## config.mk

```make
export PLATFORM = sky130hd
export DESIGN_NAME = dualmode_host_if
export DESIGN_NICKNAME = d
export VERILOG_FILES = /design/src/rtl/dmhi_pkg.sv /design/src/rtl/dmhi_sync.sv /design/src/rtl/dmhi_decode.sv /design/src/rtl/dmhi_regs.sv /design/src/rtl/dualmode_host_if.sv
export SDC_FILE = /design/constraint.sdc
export NUM_CORES = 1
export LEC_CHECK = 0
export ABC_AREA = 1
export BUFFER_PORTS_ARGS = -buffer_cell sky130_fd_sc_hd__buf_2
export CELL_PAD_IN_SITES_DETAIL_PLACEMENT = 1
export CELL_PAD_IN_SITES_GLOBAL_PLACEMENT = 1
export CORE_MARGIN = 4
export CORE_UTILIZATION = 50
export CTS_CLUSTER_SIZE = 28
export DETAILED_ROUTE_END_ITERATION = 12
export PLACE_DENSITY_LB_ADDON = 0.1
export SLEW_MARGIN = 20
export SYNTH_ARGS = -nofsm -noshare
export SYNTH_HDL_FRONTEND = slang
export SYNTH_HIERARCHICAL = 1
export SYNTH_SLANG_ARGS = --single-unit
```

## constraint.sdc

```tcl
create_clock -name clk -period 5.6 [get_ports clk]
set_input_delay 0.28 -clock clk [delete_from_list [all_inputs] [get_ports clk]]
set_output_delay 0.28 -clock clk [all_outputs]
set_load 0.05 [all_outputs]
```

## src/rtl/dmhi_pkg.sv

```systemverilog
package dmhi_pkg;

    typedef enum logic {
        STB_SPLIT = 1'b0,
        STB_QUAL  = 1'b1
    } strobe_mode_e;

    typedef struct packed {
        logic cs_n;
        logic line_a_n;
        logic line_b;
        logic ale;
    } bus_pins_t;

    localparam bus_pins_t PINS_IDLE = '{cs_n: 1'b1, line_a_n: 1'b1, line_b: 1'b1, ale: 1'b0};

    // Read: selected, line A low, line B high (same in both strobe modes).
    function automatic logic read_active(bus_pins_t p);
        return !p.cs_n && !p.line_a_n && p.line_b;
    endfunction

    // Write: split mode uses line B alone; qualifier mode needs data strobe too.
    function automatic logic write_active(strobe_mode_e mode, bus_pins_t p);
        return !p.cs_n && !p.line_b && ((mode == STB_SPLIT) || !p.line_a_n);
    endfunction

    function automatic logic fell(logic prev, logic now);
        return prev && !now;
    endfunction

endpackage

```

## src/rtl/dmhi_sync.sv

```systemverilog
module dmhi_sync #(
    parameter int W = 1,
    parameter int STAGES = 2,
    parameter logic [W-1:0] RST_VAL = '0
) (
    input  logic         clk,
    input  logic         rst_n,
    input  logic [W-1:0] d,
    output logic [W-1:0] q
);
    logic [STAGES-1:0][W-1:0] stg;

    always_ff @(posedge clk or negedge rst_n) begin
        if (!rst_n) begin
            stg <= {STAGES{RST_VAL}};
        end else begin
            stg[0] <= d;
            for (int s = 1; s < STAGES; s++) begin
                stg[s] <= stg[s-1];
            end
        end
    end

    assign q = stg[STAGES-1];
endmodule

```

## src/rtl/dmhi_decode.sv

```systemverilog
module dmhi_decode
    import dmhi_pkg::*;
#(
    parameter int AW = 4,
    parameter int DW = 8
) (
    input  logic         clk,
    input  logic         rst_n,
    input  strobe_mode_e mode,
    input  logic         mux_mode,
    input  bus_pins_t    pins_s,
    input  logic [AW-1:0] addr_s,
    input  logic [DW-1:0] data_s,
    output logic         wr_commit,
    output logic [AW-1:0] acc_addr,
    output logic [DW-1:0] wr_data,
    output logic         ale_fall
);
    logic          wr_now;
    logic          wr_q;
    logic          ale_q;
    logic [AW-1:0] addr_latch_q;

    always_comb wr_now = write_active(mode, pins_s);

    always_ff @(posedge clk or negedge rst_n) begin
        if (!rst_n) begin
            wr_q         <= 1'b0;
            ale_q        <= 1'b0;
            addr_latch_q <= '0;
        end else begin
            wr_q  <= wr_now;
            ale_q <= pins_s.ale;
            if (ale_fall) begin
                addr_latch_q <= data_s[AW-1:0];
            end
        end
    end

    assign ale_fall  = fell(ale_q, pins_s.ale);
    assign wr_commit = fell(wr_q, wr_now);
    assign acc_addr  = mux_mode ? addr_latch_q : addr_s;
    assign wr_data   = data_s;
endmodule

```

## src/rtl/dmhi_regs.sv

```systemverilog
module dmhi_regs #(
    parameter int AW = 4,
    parameter int DW = 8,
    parameter int NREG = 8,
    parameter int NEV = 8,
    parameter int RST_BASE = 'hA0
) (
    input  logic          clk,
    input  logic          rst_n,
    input  logic          wr_commit,
    input  logic [AW-1:0] acc_addr,
    input  logic [DW-1:0] wr_data,
    input  logic [NEV-1:0] evt_i,
    output logic [DW-1:0] rd_data_q,
    output logic          irq_q
);
    localparam logic [AW-1:0] FLAG_A = AW'(NREG);
    localparam logic [AW-1:0] MASK_A = AW'(NREG + 1);

    logic [NREG-1:0][DW-1:0] gen_q;
    logic [NEV-1:0] flag_q;
    logic [NEV-1:0] mask_q;
    logic [NEV-1:0] clr;
    logic [DW-1:0]  rd_next;

    for (genvar i = 0; i < NREG; i++) begin : g_reg
        logic [DW-1:0] q;
        always_ff @(posedge clk or negedge rst_n) begin
            if (!rst_n) begin
                q <= DW'(RST_BASE + i);
            end else if (wr_commit && acc_addr == AW'(i)) begin
                q <= wr_data;
            end
        end
        assign gen_q[i] = q;
    end

    assign clr = (wr_commit && acc_addr == FLAG_A) ? wr_data[NEV-1:0] : '0;

    always_ff @(posedge clk or negedge rst_n) begin
        if (!rst_n) begin
            flag_q <= '0;
            mask_q <= '0;
            irq_q  <= 1'b0;
        end else begin
            flag_q <= (flag_q & ~clr) | evt_i;
            if (wr_commit && acc_addr == MASK_A) begin
                mask_q <= wr_data[NEV-1:0];
            end
            irq_q <= |(flag_q & mask_q);
        end
    end

    always_comb begin
        rd_next = '0;
        for (int i = 0; i < NREG; i++) begin
            if (acc_addr == AW'(i)) rd_next = gen_q[i];
        end
        if (acc_addr == FLAG_A) rd_next = DW'(flag_q);
        if (acc_addr == MASK_A) rd_next = DW'(mask_q);
    end

    always_ff @(posedge clk or negedge rst_n) begin
        if (!rst_n) rd_data_q <= '0;
        else        rd_data_q <= rd_next;
    end
endmodule

```

## src/rtl/dualmode_host_if.sv

```systemverilog
module dualmode_host_if
    import dmhi_pkg::*;
#(
    parameter int AW = 4,
    parameter int DW = 8,
    parameter int NREG = 8,
    parameter int NEV = 8,
    parameter int SYNC_STAGES = 2,
    parameter int RST_BASE = 'hA0
) (
    input  logic           clk,
    input  logic           rst_n,
    input  logic           strobe_mode_i,
    input  logic           mux_mode_i,
    input  logic           cs_n_i,
    input  logic           ale_i,
    input  logic           line_a_n_i,
    input  logic           line_b_i,
    input  logic [AW-1:0]  addr_i,
    input  logic [DW-1:0]  bus_d_i,
    output logic [DW-1:0]  bus_d_o,
    output logic           bus_d_oe_o,
    input  logic [NEV-1:0] evt_i,
    output logic           irq_pull_o
);
    localparam int PW = $bits(bus_pins_t);
    localparam int XW = AW + DW;

    strobe_mode_e  mode;
    bus_pins_t     pins_raw;
    bus_pins_t     pins_s;
    logic [XW-1:0] ad_s;
    logic [AW-1:0] addr_s;
    logic [DW-1:0] data_s;
    logic          wr_commit;
    logic [AW-1:0] acc_addr;
    logic [DW-1:0] wr_data;
    logic          ale_fall;

    assign mode     = strobe_mode_e'(strobe_mode_i);
    assign pins_raw = '{cs_n: cs_n_i, line_a_n: line_a_n_i, line_b: line_b_i, ale: ale_i};

    dmhi_sync #(.W(PW), .STAGES(SYNC_STAGES), .RST_VAL(PINS_IDLE)) u_sync_ctl (
        .clk(clk), .rst_n(rst_n), .d(pins_raw), .q(pins_s)
    );

    dmhi_sync #(.W(XW), .STAGES(SYNC_STAGES), .RST_VAL('0)) u_sync_bus (
        .clk(clk), .rst_n(rst_n), .d({addr_i, bus_d_i}), .q(ad_s)
    );

    assign addr_s = ad_s[XW-1:DW];
    assign data_s = ad_s[DW-1:0];

    dmhi_decode #(.AW(AW), .DW(DW)) u_decode (
        .clk(clk), .rst_n(rst_n), .mode(mode), .mux_mode(mux_mode_i),
        .pins_s(pins_s), .addr_s(addr_s), .data_s(data_s),
        .wr_commit(wr_commit), .acc_addr(acc_addr), .wr_data(wr_data), .ale_fall(ale_fall)
    );

    dmhi_regs #(.AW(AW), .DW(DW), .NREG(NREG), .NEV(NEV), .RST_BASE(RST_BASE)) u_regs (
        .clk(clk), .rst_n(rst_n), .wr_commit(wr_commit), .acc_addr(acc_addr),
        .wr_data(wr_data), .evt_i(evt_i), .rd_data_q(bus_d_o), .irq_q(irq_pull_o)
    );

    // Enable is taken from the raw pins so the bus is released with no delay.
    assign bus_d_oe_o = read_active(pins_raw);
endmodule

```

## Word-level counts from Yosys, hierarchy flattened

Cells that the tools add are included.

| cells by class | value |
|---|---|
| equality and inequality tests | 9 |
| muxes and demuxes | 12 |
| bitwise logic cells | 5 |
| reduce and logical (&&, ||, !) cells | 26 |

Operator list:

| operator | count |
|---|---|
| $mux W8 | 11 |
| $and A8 B8 Y8 | 2 |
| $eq A4 B3 Y1 const B | 4 |
| $logic_and A1 B1 Y1 | 16 |
| $eq A4 B2 Y1 const B | 2 |
| $eq A4 B4 Y1 const B | 2 |
| $not A8 Y8 | 1 |
| $or A8 B8 Y8 | 1 |
| $reduce_or A8 Y1 | 1 |
| $logic_not A1 Y1 | 7 |
| $eq A4 B1 Y1 const B | 1 |
| $logic_not A4 Y1 | 1 |
| $mux W4 | 1 |
| $logic_or A1 B1 Y1 | 1 |
| $not A1 Y1 | 1 |

| word-level totals | value |
|---|---|
| bits in registers | 127 |
| input port bits | 28 |
| output and inout port bits | 10 |
| logic and storage cells | 71 |

## Longest topological paths before layout

| logic depth | value |
|---|---|
| depth after elaboration | 12 |
| gate-level depth with buffers | 12 |
| mapped depth without buffers | 11 |

## Hierarchy

The synthesis kept the hierarchy.

By module, submodules not included:

| module | instances | cells an instance | area each (µm²) | sequential area each (µm²) |
|---|---|---|---|---|
| dmhi_regs | 1 | 454 | 3933.8 | 2262.2 |
| dmhi_sync (u_sync_bus) | 1 | 36 | 690.7 | 600.6 |
| dmhi_decode | 1 | 47 | 347.8 | 150.1 |
| dmhi_sync (u_sync_ctl) | 1 | 12 | 237.7 | 207.7 |
| dualmode_host_if | 1 | 3 | 13.8 | 0.0 |

## Least setup slack after synthesis

Ideal clock, no wire load.

| timing path | value |
|---|---|
| path kind | reg-to-reg |
| from | register u_sync_bus.stg (netlist bit u_sync_bus/q[8]) |
| to | register u_regs.mask_q[5] |
| setup time | 123 ps |
| data arrival time | 2001 ps |
| required time | 5477 ps |
| setup slack | 3476 ps |
| stages on the path, launching flop included | 12 |
| buffers on the path | 2 |
| period minus slack after synthesis | 2124 ps |
| cell sequence | dfrtp_1 > buf_4 > inv_1 > o21ai_0 > inv_2 > nor2_4 > inv_2 > nor3_4 > nand2_2 > buf_6 > nand2_1 > o21ai_2 |

| on the way | value |
|---|---|
| cells in the longest elaborated chain, start to end | 3 |

RTL lines:

| item | line | text |
|---|---|---|
| from (decl) | dmhi_sync.sv:11 | `logic [STAGES-1:0][W-1:0] stg;` |
| from (signal assigned) | dmhi_sync.sv:15 | `stg <= {STAGES{RST_VAL}};` |
| from (signal, indexed assignment) | dmhi_sync.sv:19 | `stg[s] <= stg[s-1];` |
| $mux W4 | dmhi_decode.sv:42 | `assign acc_addr = mux_mode ? addr_latch_q : addr_s;` |
| net acc_addr[0] | dualmode_host_if.sv:36 | `logic [AW-1:0] acc_addr;` |
| $eq A4 B4 Y1 | dmhi_regs.sv:47 | `if (wr_commit && acc_addr == MASK_A) begin` |
| $logic_and A1 B1 Y1 | dmhi_regs.sv:47 |  |
| to (signal assigned) | dmhi_regs.sv:48 | `mask_q <= wr_data[NEV-1:0];` |
| to (decl) | dmhi_regs.sv:22 | `logic [NEV-1:0] mask_q;` |

The timed path passes the listed nets, and every way through them passes these cells.
A chain may end at the register's enable or synchronous reset.

## Worst setup path after layout

| timing path | value |
|---|---|
| from | register u_decode.addr_latch_q[1] |
| to | register u_regs.flag_q[6] |

| on the way | value |
|---|---|
| cells in the longest elaborated chain, start to end | 7 |

RTL lines:

| item | line | text |
|---|---|---|
| from (decl) | dmhi_decode.sv:22 | `logic [AW-1:0] addr_latch_q;` |
| from (signal assigned) | dmhi_decode.sv:35 | `addr_latch_q <= data_s[AW-1:0];` |
| $mux W4 | dmhi_decode.sv:42 |  |
| net acc_addr[1] | dualmode_host_if.sv:36 |  |
| $eq A4 B4 Y1 | dmhi_regs.sv:38 | `assign clr = (wr_commit && acc_addr == FLAG_A) ? wr_data[NEV-1:0] : '0;` |
| $logic_and A1 B1 Y1 | dmhi_regs.sv:38 |  |
| $mux W8 | dmhi_regs.sv:38 |  |
| $not A8 Y8 | dmhi_regs.sv:46 | `flag_q <= (flag_q & ~clr) \| evt_i;` |
| $and A8 B8 Y8 | dmhi_regs.sv:46 |  |
| $or A8 B8 Y8 | dmhi_regs.sv:46 |  |
| to (signal assigned) | dmhi_regs.sv:46 |  |
| to (decl) | dmhi_regs.sv:21 | `logic [NEV-1:0] flag_q;` |

The timed path passes the listed nets, and every way through them passes these cells.

==> flow_summary.toml <==
[cells_and_area]
n_antenna_cell = 0
drive_gt1_share_pct = 22.09
most_frequent_standard_cell_in_the_layout_excluding_fill_and_tap_cells = "nand2_1"
synthToLayoutAreaGrowth_pct = 18.98
layout.cell_area.non_filler_um2 = 6211
mostFrequentLayoutCells = "nand2_1 (157), dfrtp_1 (93), o21ai_0 (76), inv_1 (43), buf_2 (36)"
final_cells = 747
final_core_util_pct = 60.71
finish.net_count = 626
layout.filler_cells = 1169

[synth]
synth.net_count = 579
yosysWarnings = 6
synth.cell_area_um2 = 5220
postSynthAreaPerCell_um2 = 9.474
synthCells = 551

[setup_path]
critical_path_peak_fanout = 10
worst_setup_path_end_kind = "register"
worst_path_required_time_ps = 6000
critPathBufInv = 1
critical_path.slowest_cell = "nor3_2"
critical_path.max_stage_delay_ps = 550
crit_path_cell_trace = "nand2_1 -> o21ai_0 -> nor2_4 -> inv_2 -> nor3_2 -> nand2_2 -> o21ai_0 -> nand2_1"
critical_path_arrival_ps = 3020
worst-setup-path-type = "reg2reg"
crit_path_start_kind = "register"
critical_path.top_delay_family = "simple AND/OR/NAND/NOR gates"

[clock_tree]
cts.reportedPaths.clkPinSlew_ps = 70
cts_root_buf = "clkbuf_8"
clock_path_buffers = 2
cts_tree = "built"
htree_levels = 4
cts_sinks = 127
postCtsSetupBuffers = 0
cts_inserted_buffers = 17
worstSkewPairLatency_ps = 530

[routing]
first_iter_violations = 240
detail-route-antenna-nets = 0
routed_wl_um = 14690
drt-pass1-iter-count = 6
routed_length_per_placed_instance_um = 19.66
via_count = 3942
remaining_drc_errors = 0
viasPerCell = 5.277

[place]
dp_worst_setup_slack_ps = 3022
place_congestion = 0.8058
placed_area_um2 = 5363
numPortBuffers = 37
dp_hpwl_um = 8230
place.detailed.instances = 690

[global_route]
globalRoute.totalOverflow = 0
use_met1_pct = 31.98
number_of_global_route_vias_before_repair = 4337
met2_usage_pct = 45.75
grt_max_degree = 75
met3_usage_pct = 7.105
grt_first_pass_wirelength_um = 23270
grt_use_total_pct = 26.53
antenna_violations_before_repair = 0
global_route_hottest_layer = "met2"

[sta]
drv_slew = 0
finClkSkew_ps = 12.61
final_worst_hold_slack_ps = 47.50
finalSetupViolations = 0
post_route_setup_tns_ps = 0
slew_margin_rel_pct = 36.73
report.final.hold_viol_count = 0
rsz0062_at_grt = "no"
actual_transition_at_the_worst_max_transition_pin_ps = 949.0
period_minus_slack_ps = 2617
clock.fmax_ghz = 0.3821
post-route-worst-setup-slack_ps = 2983
post-route-period-util_pct = 46.74

[floorplanning]
core_area_um2 = 10230
core_rows = 37
boundaryPins = 38
die_area_um2 = 12140
die-width_um = 110.2
fp.dieH_um = 110.2
initial_core_util_pct = 51.02

[power]
cell_area_power_density_nw_per_um2 = 445.6
vdd_drop_max_mv = 0.4370
design_power_total_mw = 2.767
p_leak_nw = 2.854

[job]
cap_viol_max_count = 0

[run_status]
status = "complete, no violations"

[hold_path]
worst_min_delay_path_class = "in2reg"
==> routing by layer <==
metal | wire length [um] | share of wire, % | up-vias
met1 | 6153 | 42 | 1978
met2 | 7570 | 52 | 92
li1 | - | - | 1846
met5 | 0 | 0 | -
met3 | 656 | 4.5 | 26
met4 | 307 | 2.1 | 0
==> worst register-to-register path: cells and delay by family (launching register included) <==
| family | cells | cell delay (ps) |
|---|---|---|
| AO/OA/AOI/OAI | 2 | 630 |
| flip-flops | 1 | 390 |
| AND/OR/NAND/NOR | 5 | 1370 |
| buffers and inverters | 1 | 100 |
==> cell type report <==
cell class | count | area, um2 | area share [%]
Sequential cell | 127 | 3221 | 51.85
Multi-Input combinational cell | 340 | 1589 | 25.58
Timing Repair Buffer | 64 | 452.9 | 7.292
Clock buffer | 18 | 417.9 | 6.728
Clock inverter | 14 | 180.2 | 2.901
Inverter | 48 | 180.2 | 2.901
Tap cell | 136 | 170.2 | 2.740
==> path summary, 6_finish.rpt <==
| check | start | to | slack (ps) | cells past startpoint |
|---|---|---|---|---|
| min reg2reg | u_sync_bus/stg[11]$_DFF_PN0_ | u_sync_bus/q[11]$_DFF_PN0_ | 350 | 0 |
| max | u_decode/addr_latch_q[1]$_DFFE_PN0P_ | u_regs/flag_q[6]$_DFF_PN0_ | 2980 | 8 |
| min in group asynchronous | rst_n | u_sync_bus/q[10]$_DFF_PN0_ | 340 | 2 |
| min | strobe_mode_i | u_decode/wr_q$_DFF_PN0_ | 50 | 4 |
| max reg2reg | u_decode/addr_latch_q[1]$_DFFE_PN0P_ | u_regs/flag_q[6]$_DFF_PN0_ | 2980 | 8 |
| max in group asynchronous | rst_n | u_regs/rd_data_q[7]$_DFF_PN0_ | 3850 | 3 |
==> flip-flops by register name, indices dropped and copies added (netlist names) <==
signal                 count
u_regs/g.q                64
u_sync_bus/stg            12
u_sync_bus/q              12
u_regs/irq_q               1
u_regs/flag_q              8
u_decode/wr_q              1
u_regs/mask_q              8
u_sync_ctl/q               4
u_regs/rd_data_q           8
u_sync_ctl/stg             4
u_decode/ale_q             1
u_decode/addr_latch_q      4
==> what timing repair did <==
action / 4_1_cts / 5_1_grt
endpoints found under the hold margin: 69 / 0
gates resized for setup: 0 / 0
hold buffers: 25 / 0
==> report_power, final <==
group	total, mW	internal, mW	switching [mW]
Sequential	1.23	1.13	0.102
Combinational	0.420	0.132	0.288
Clock	1.12	0.686	0.431
(Power assumes the default switching activity.)
